## src/rtl/nco_fold_pkg.sv

```systemverilog
package nco_fold_pkg;

    localparam int PHASE_W_DEF = 16;
    localparam int DATA_W_DEF  = 16;

    // Correction controls derived from the three octant bits
    typedef struct packed {
        logic swap;
        logic neg_sin;
        logic neg_cos;
    } fix_ctl_t;

    function automatic fix_ctl_t decode_octant(input logic [2:0] oct);
        fix_ctl_t c;
        c.swap    = oct[1] ^ oct[0];
        c.neg_sin = oct[2];
        c.neg_cos = oct[2] ^ oct[1];
        return c;
    endfunction

endpackage

```

## src/rtl/nco_phase_gen.sv

```systemverilog
module nco_phase_gen #(
    parameter int PHASE_W = 16
) (
    input  logic               clk,
    input  logic               rst,
    input  logic [PHASE_W-1:0] tune_word,
    input  logic [PHASE_W-1:0] offset_word,
    output logic [PHASE_W-1:0] phase_q
);
    logic [PHASE_W-1:0] acc_q;

    always_ff @(posedge clk) begin
        if (rst) begin
            acc_q   <= '0;
            phase_q <= '0;
        end else begin
            acc_q   <= acc_q + tune_word;
            phase_q <= acc_q + offset_word;
        end
    end
endmodule

```

## src/rtl/nco_octant_fold.sv

```systemverilog
module nco_octant_fold
    import nco_fold_pkg::*;
#(
    parameter int PHASE_W = 16,
    localparam int RES_W  = PHASE_W - 3,
    localparam int ANG_W  = PHASE_W - 2
) (
    input  logic [PHASE_W-1:0] phase,
    output logic [ANG_W-1:0]   angle,
    output fix_ctl_t           ctl
);
    logic [2:0]       oct;
    logic [RES_W-1:0] resid;
    logic [ANG_W-1:0] quarter_pi;

    assign oct        = phase[PHASE_W-1 -: 3];
    assign resid      = phase[RES_W-1:0];
    assign quarter_pi = {1'b1, {RES_W{1'b0}}};

    always_comb begin
        if (oct[0]) angle = quarter_pi - {1'b0, resid};
        else        angle = {1'b0, resid};
        ctl = decode_octant(oct);
    end
endmodule

```

## src/rtl/nco_octant_delay.sv

```systemverilog
module nco_octant_delay
    import nco_fold_pkg::*;
#(
    parameter int DEPTH = 4
) (
    input  logic     clk,
    input  logic     rst,
    input  fix_ctl_t ctl_in,
    output fix_ctl_t ctl_out
);
    fix_ctl_t stage_q [DEPTH];

    always_ff @(posedge clk) begin
        if (rst) begin
            for (int i = 0; i < DEPTH; i++) stage_q[i] <= '0;
        end else begin
            stage_q[0] <= ctl_in;
            for (int i = 1; i < DEPTH; i++) stage_q[i] <= stage_q[i-1];
        end
    end

    assign ctl_out = stage_q[DEPTH-1];
endmodule

```

## src/rtl/nco_octant_fix.sv

```systemverilog
module nco_octant_fix
    import nco_fold_pkg::*;
#(
    parameter int DATA_W = 16
) (
    input  logic                     clk,
    input  logic                     rst,
    input  fix_ctl_t                 ctl,
    input  logic signed [DATA_W-1:0] core_sin,
    input  logic signed [DATA_W-1:0] core_cos,
    output logic signed [DATA_W-1:0] sin_out,
    output logic signed [DATA_W-1:0] cos_out
);
    logic signed [DATA_W-1:0] s_sel, c_sel, s_nx, c_nx;

    always_comb begin
        s_sel = ctl.swap ? core_cos : core_sin;
        c_sel = ctl.swap ? core_sin : core_cos;
        s_nx  = ctl.neg_sin ? (~s_sel + 1'b1) : s_sel;
        c_nx  = ctl.neg_cos ? (~c_sel + 1'b1) : c_sel;
    end

    always_ff @(posedge clk) begin
        if (rst) begin
            sin_out <= '0;
            cos_out <= '0;
        end else begin
            sin_out <= s_nx;
            cos_out <= c_nx;
        end
    end

    AST_RESET_ZERO: assert property (@(posedge clk)
        rst |=> (sin_out == 0 && cos_out == 0));

    AST_SWAP_PATH: assert property (@(posedge clk) disable iff (rst)
        ctl.swap |=> (sin_out == $past(core_cos) || sin_out == -$past(core_cos)));

    AST_KEEP_PATH: assert property (@(posedge clk) disable iff (rst)
        !ctl.swap |=> (sin_out == $past(core_sin) || sin_out == -$past(core_sin)));

    AST_SIN_SIGN: assert property (@(posedge clk) disable iff (rst)
        (ctl.neg_sin && core_sin > 0 && core_cos > 0) |=> sin_out < 0);

    AST_COS_SIGN: assert property (@(posedge clk) disable iff (rst)
        (ctl.neg_cos && core_sin > 0 && core_cos > 0) |=> cos_out < 0);
endmodule

```

## src/rtl/nco_phase_fold.sv

```systemverilog
module nco_phase_fold
    import nco_fold_pkg::*;
#(
    parameter int PHASE_W  = PHASE_W_DEF,
    parameter int DATA_W   = DATA_W_DEF,
    parameter int CORE_LAT = 4,
    localparam int ANG_W   = PHASE_W - 2
) (
    input  logic                     clk,
    input  logic                     rst,
    input  logic [PHASE_W-1:0]       tune_word,
    input  logic [PHASE_W-1:0]       offset_word,
    output logic [ANG_W-1:0]         core_angle,
    input  logic signed [DATA_W-1:0] core_sin,
    input  logic signed [DATA_W-1:0] core_cos,
    output logic signed [DATA_W-1:0] sin_out,
    output logic signed [DATA_W-1:0] cos_out
);
    logic [PHASE_W-1:0] phase_q;
    fix_ctl_t           ctl_now, ctl_late;

    nco_phase_gen #(.PHASE_W(PHASE_W)) u_gen (
        .clk(clk), .rst(rst), .tune_word(tune_word),
        .offset_word(offset_word), .phase_q(phase_q)
    );

    nco_octant_fold #(.PHASE_W(PHASE_W)) u_fold (
        .phase(phase_q), .angle(core_angle), .ctl(ctl_now)
    );

    nco_octant_delay #(.DEPTH(CORE_LAT)) u_dly (
        .clk(clk), .rst(rst), .ctl_in(ctl_now), .ctl_out(ctl_late)
    );

    nco_octant_fix #(.DATA_W(DATA_W)) u_fix (
        .clk(clk), .rst(rst), .ctl(ctl_late),
        .core_sin(core_sin), .core_cos(core_cos),
        .sin_out(sin_out), .cos_out(cos_out)
    );
endmodule

```

## config.mk

```make
export PLATFORM = sky130hd
export DESIGN_NAME = nco_phase_fold
export DESIGN_NICKNAME = d
export VERILOG_FILES = /design/src/rtl/nco_fold_pkg.sv /design/src/rtl/nco_phase_gen.sv /design/src/rtl/nco_octant_fold.sv /design/src/rtl/nco_octant_delay.sv /design/src/rtl/nco_octant_fix.sv /design/src/rtl/nco_phase_fold.sv
export SDC_FILE = /design/constraint.sdc
export NUM_CORES = 1
export LEC_CHECK = 0
export CAP_MARGIN = 10
export CORE_MARGIN = 1.5
export CORE_UTILIZATION = 35
export CTS_CLUSTER_DIAMETER = 50
export DETAILED_ROUTE_END_ITERATION = 12
export GPL_ROUTABILITY_DRIVEN = 1
export PLACE_DENSITY = 0.6
export REMOVE_ABC_BUFFERS = 1
export SETUP_SLACK_MARGIN = 0.2
export SLEW_MARGIN = 0
export SYNTH_ARGS = -nofsm -noshare
export SYNTH_HDL_FRONTEND = slang
export SYNTH_SLANG_ARGS = --single-unit
```

## constraint.sdc

```tcl
create_clock -name clk -period 3.9 [get_ports clk]
set_input_delay 1.17 -clock clk [delete_from_list [all_inputs] [get_ports clk]]
set_output_delay 1.17 -clock clk [all_outputs]
set_load 0.005 [all_outputs]
```

Word-level counts from Yosys, hierarchy flattened. Memory sizes are Yosys's and may differ from the RTL's. Cells that the tools add are included.

Add/sub/neg operators: 5. Multiply operators: 0. Divide/modulo/power cells: 0. Magnitude comparators: 0. Eq/ne operators: 0. Shifts and indexed selects: 0. Muxes and demuxes: 12. Bitwise logic cells: 8. Reduce and logical (&&, ||, !) cells: 0.

Operator list (number): two-way mux 16 bit (4); adder 16 x 1 -> 16 bit (second input constant) (2); adder 16 bit (2); NOT 16 bit (2); two-way mux 14 bit (1); subtractor 14 x 13 -> 14 bit (first input constant) (1); two-way mux 3 bit (4); bitwise OR 1 bit (4); two-way mux 1 bit (3); XOR 1 bit (2).

Flip-flop bits (word level): 64. Bits in latches: 0. RAM bits: 12. Bits in read-only memories: 0. Memories kept: 1.

Memories: u_dly.stage_q (words 4, bits a word 3, read ports 4, clocked after Yosys merged registers in 0, wr ports 4, line nco_octant_delay.sv:11) `fix_ctl_t stage_q [DEPTH];`.

Logic depth before layout (Yosys ltp). Gate-level depths: netlist of run 1. An unclocked memory read counts as a cell.

Word-level depth: 5. Mapped depth: 9.

By module. From an unflattened synthesis of run 1, not the netlist that was laid out.

Cells, all modules: 586. Area total of the unflattened synthesis: 5103.6 µm².

Modules (own cells, without submodules): nco_phase_gen (times used 1, cells each 263, area an instance 2296.0 µm², sequential area each 640.6 µm²); nco_octant_fix (times used 1, cells each 258, area an instance 2128.3 µm², sequential area each 640.6 µm²); nco_octant_delay (times used 1, cells each 25, area an instance 366.6 µm², sequential area each 240.2 µm²); nco_octant_fold (times used 1, cells each 40, area an instance 312.8 µm², sequential area each 0.0 µm²).

Least setup slack after synthesis of run 1. No wires, ideal clock.

Path type: input to register. Start: in tune_word[0]. End: reg u_gen.acc_q[14]. Arrival: 2.989 ns. Required time: 3.779 ns. Slack: 0.790 ns. Cell stages on the path: 7. Path buffers: 0. Path through: ha_1 fa_1 a21o_1 a31oi_1 nor3_1 o32ai_1 mux2_2.

Longest elaborated chain between the ends: 1.

Ends and longest elaborated chain: from (decl) (line nco_phase_fold.sv:11) `input logic [PHASE_W-1:0] tune_word,`; adder 16 bit (line nco_phase_gen.sv:17) `acc_q <= acc_q + tune_word;`; to (signal assigned) (line nco_phase_gen.sv:17); to (decl) (line nco_phase_gen.sv:10) `logic [PHASE_W-1:0] acc_q;`.

Every way passes these cells. A chain may end at the register's enable or synchronous reset.

Worst setup path in the final report of run 1.
Start: reg u_gen.phase_q[4]. End: out core_angle[9].

Longest elaborated chain between the ends: 2.

Ends and longest elaborated chain: from (decl) (line nco_phase_gen.sv:8) `output logic [PHASE_W-1:0] phase_q`; from (signal assigned) (line nco_phase_gen.sv:18) `phase_q <= acc_q + offset_word;`; subtractor 14 x 13 -> 14 bit (line nco_octant_fold.sv:21) `if (oct[0]) angle = quarter_pi - {1'b0, resid};`; two-way mux 14 bit (line nco_octant_fold.sv:21); to (decl) (line nco_phase_fold.sv:13) `output logic [ANG_W-1:0] core_angle,`.

Every way passes these cells.

==> results of run 1 <==
cell usage after synthesis, types with 3 or more instances:
library cell / instances / share of area
a21boi_0: 4 / 0.0059
o21a_1: 7 / 0.010
inv_1: 9 / 0.0066
o2111ai_1: 3 / 0.0051
nand3_1: 7 / 0.0068
a211oi_1: 12 / 0.018
mux2_1: 5 / 0.011
nor2b_1: 22 / 0.027
mux2i_1: 28 / 0.055
nor3_1: 29 / 0.028
buf_1: 4 / 0.0029
clkbuf_1: 20 / 0.015
mux2_2: 4 / 0.0088
or4_1: 4 / 0.0059
xnor2_1: 41 / 0.070
nand2_1: 33 / 0.024
o31ai_1: 14 / 0.021
a21o_1: 9 / 0.013
nor4_1: 9 / 0.011
o21ai_0: 27 / 0.026
o21bai_1: 6 / 0.0088
o21ai_1: 3 / 0.0029
a211o_1: 4 / 0.0068
o41ai_1: 6 / 0.010
ha_1: 33 / 0.081
xor2_1: 12 / 0.021
a31oi_1: 6 / 0.0073
a21oi_1: 43 / 0.042
and2_1: 3 / 0.0037
o22ai_1: 4 / 0.0049
nor2_1: 73 / 0.054
buf_2: 6 / 0.0059
nand4_1: 3 / 0.0037
dfxtp_1: 76 / 0.30
nor3b_1: 8 / 0.012
nand2b_1: 6 / 0.0073
worst paths after layout:
kind                            start                   to  depth (start not counted)
setup / recovery     u_gen.phase_q[4]        core_angle[9]                          6
hold / removal    u_dly.stage_q[1][2]  u_dly.stage_q[2][2]                          1
setup reg to reg  u_dly.stage_q[3][2]    u_fix.sin_out[15]                          6
hold reg to reg   u_dly.stage_q[1][2]  u_dly.stage_q[2][2]                          1
timing repair:
item	4_1_cts	5_1_grt
resized for setup	0	1
setup endpoints to repair	0	2
hold endpoints to repair	0	0
power groups by stage:
stage / combinational [W] / clock (W) / sequential [W]
2_1_floorplan: 0.00121 / 0 / 0.00111
3_3_place_gp: 0.00186 / 0 / 0.00113
5_1_grt: 0.00214 / 0.000940 / 0.00114
4_1_cts: 0.00191 / 0.000911 / 0.00112
6_report: 0.00191 / 0.000885 / 0.00112
3_5_place_dp: 0.00190 / 0 / 0.00114
worst max-delay path: stages (launching register included):
cell and delay (ns):
dfxtp_1 0.34, nor3_1 0.18, nand2_1 0.09, or3_1 0.38, o31ai_1 0.26, xnor2_1 0.15, clkdlybuf4s50_1 0.55
layer usage:
metal | vias to the layer above | part of all wire
met5 | - | 0
met4 | 0 | 0.012
met3 | 15 | 0.060
met2 | 134 | 0.48
met1 | 2233 | 0.44
li1 | 2434 | -
layout make-up:
class	instances	area, um^2	area share
sequential	76	1523	0.2273
inverter	9	33.78	0.005042
multi-input combinational	497	3437	0.5130
clock inverter	7	90.09	0.01345
tap	180	225.2	0.03361
timing repair buffer	119	1166	0.1740
clock buffer	9	225.2	0.03361
registers in the layout, summed over array words and instances, names as in the netlist:
name / cells
u_gen.phase_q: 16
u_dly.stage_q: 12
u_fix.cos_out: 16
u_gen.acc_q: 16
u_fix.sin_out: 16
cells by family after synthesis:
family | Yosys count
AND/OR/NAND/NOR | 207
AO/OA/AOI/OAI | 165
flip-flops | 76
XOR/XNOR | 53
buffers and inverters | 40
multiplexers | 37
adder cells (fa/ha/maj) | 35
per-stage QoR:
step                      utilization  cells
after global placement         0.4526    881
after CTS                      0.4750    897
after detailed placement       0.4526    881
final                          0.4753    897
after floorplan                     -    582
after global routing           0.4753    897
==> impl_metrics.json, run 1 <==
{
  "fin_skew_ns": 0.008402,
  "worstHoldPathType": "flop to flop",
  "place_area_um2": 6380,
  "synth_seq_area_share": 0.2975,
  "synth_top_family_by_area": "compound AO/OA/AOI/OAI gates",
  "io_buffers": 111,
  "post_cts_buffers": 0,
  "drt_iter0_markers": 294,
  "row_count": 43,
  "setup_viol": 0,
  "area_growth_pct": 30.99,
  "grt_pass1_vias": 4612,
  "root_buffer": "clkbuf_16",
  "synth_edf_count": 0,
  "crit_type": "flop to primary output",
  "n_fill_cell": 1385,
  "final_area_um2": 6700,
  "hold_violations": 0,
  "startpoint_type": "flop",
  "yosysUniqueCellTypes": 59,
  "cts_tree": "done",
  "clk_pin_slew_ns": 0.06,
  "timing.hold.ws_ns": 0.4357,
  "synth-adder-area-share": 0.08855,
  "firstDrtPassIters": 6,
  "synth_ff_type": "dfxtp_1",
  "min_period_ns": 3.461,
  "rsz0062_at_grt": "false",
  "grt_start_max_net_pins": 45,
  "sw_frac_of_total": 0.3743,
  "clock_latency_ns": 0.35,
  "end_kind": "primary output",
  "grtUsageMet2": 0.3291,
  "worstMarginPinSlew_ns": 0.6852,
  "n_antenna_cell": 0,
  "ys_ff_latch": 76,
  "num_vias": 4816,
  "drv_cap": 0,
  "min_period_over_period": 0.8875,
  "synthArstFlopShare": 0,
  "ctsLongestPathBuffers": 2,
  "avgViaCountPerCell": 5.369,
  "clkPwrFrac": 0.226,
  "core_um2": 14100,
  "internal_power_w": 0.002450,
  "reg2reg_slack_ns": 1.08,
  "use_met3": 0.03846,
  "ant_nets": 0,
  "synth_compound_gate_area_share": 0.2175,
  "power_frac_seq": 0.286,
  "die_w_um": 123.9,
  "hpwl_mm": 10.30,
  "ios": 112,
  "setup_tns_ns": 0,
  "htree_levels": 3,
  "worst_slack_ns": 0.4387,
  "grt_pass1_wl_mm": 21.76,
  "die_area_um2": 15350,
  "p_sw_w": 0.001466,
  "nNetsFinal": 813,
  "overflow": 0,
  "muxShareOfSynthArea": 0.07461,
  "preCtsSetupSlack_ns": 0.1880,
  "wl_per_cell_um": 14.94,
  "layout-drive-gt1-share": 0.05858,
  "final_common_cell": "clkdlybuf4s50_1",
  "netlist_instances": 613,
  "slew-limit-headroom": 0.5426,
  "top_usage_layer": "met2",
  "initial_core_util": 0.3629,
  "p_per_area_nw_per_um2": 584.4,
  "hold_buffers": 0,
  "critPathMaxFanout": 4,
  "antenna_found_initial": 0,
  "synth_area_per_cell_um2": 8.344,
  "grtUsageMet1": 0.2130,
  "syn-cell-area_um2": 5115,
  "timing.final.max_slew_violations": 0,
  "arrival_ns": 2.29,
  "track_usage": 0.1799,
  "tritoncts.num_buffers": 9,
  "status": "complete, no violations",
  "synth_warnings": 0,
  "final_cell_mix": "clkdlybuf4s50_1 (110), dfxtp_1 (75), nor2_1 (73), a21oi_1 (43), xnor2_1 (41)",
  "ir_drop_v": 0.0002428,
  "combinationalPowerShare": 0.488,
  "cts_sinks": 76,
  "synthXorXnorAreaFrac": 0.09075,
  "leakagePower_nw": 2.504,
  "fp.dieH_um": 123.9,
  "wl_mm": 13.41,
  "power_w": 0.003915,
  "fmax_mhz": 288.9,
  "drc": 0,
  "required_ns": 2.73,
  "gp_congestion": 0.8770,
  "synth-simple-area-share": 0.1996
}
No activity file was read; power rests on OpenSTA's default activity.
==> run 2, diff against run 1 <==
--- a/config.mk
+++ b/config.mk
@@ -5,10 +5,10 @@
 export SDC_FILE = /design/constraint.sdc
 export NUM_CORES = 1
 export LEC_CHECK = 0
-export CAP_MARGIN = 10
 export CORE_MARGIN = 1.5
 export CORE_UTILIZATION = 35
 export CTS_CLUSTER_DIAMETER = 50
+export CTS_CLUSTER_SIZE = 16
 export DETAILED_ROUTE_END_ITERATION = 12
 export GPL_ROUTABILITY_DRIVEN = 1
 export PLACE_DENSITY = 0.6
==> results of run 2 <==
No change in the layout: final DEF, timing and power equal those of run 1.
==> run 3, diff against run 2 <==
--- a/config.mk
+++ b/config.mk
@@ -14,6 +14,7 @@
 export PLACE_DENSITY = 0.6
 export REMOVE_ABC_BUFFERS = 1
 export SETUP_SLACK_MARGIN = 0.2
+export SKIP_LAST_GASP = 1
 export SLEW_MARGIN = 0
 export SYNTH_ARGS = -nofsm -noshare
 export SYNTH_HDL_FRONTEND = slang
==> results of run 3 <==
No change in the layout: final DEF, timing and power equal those of run 1.
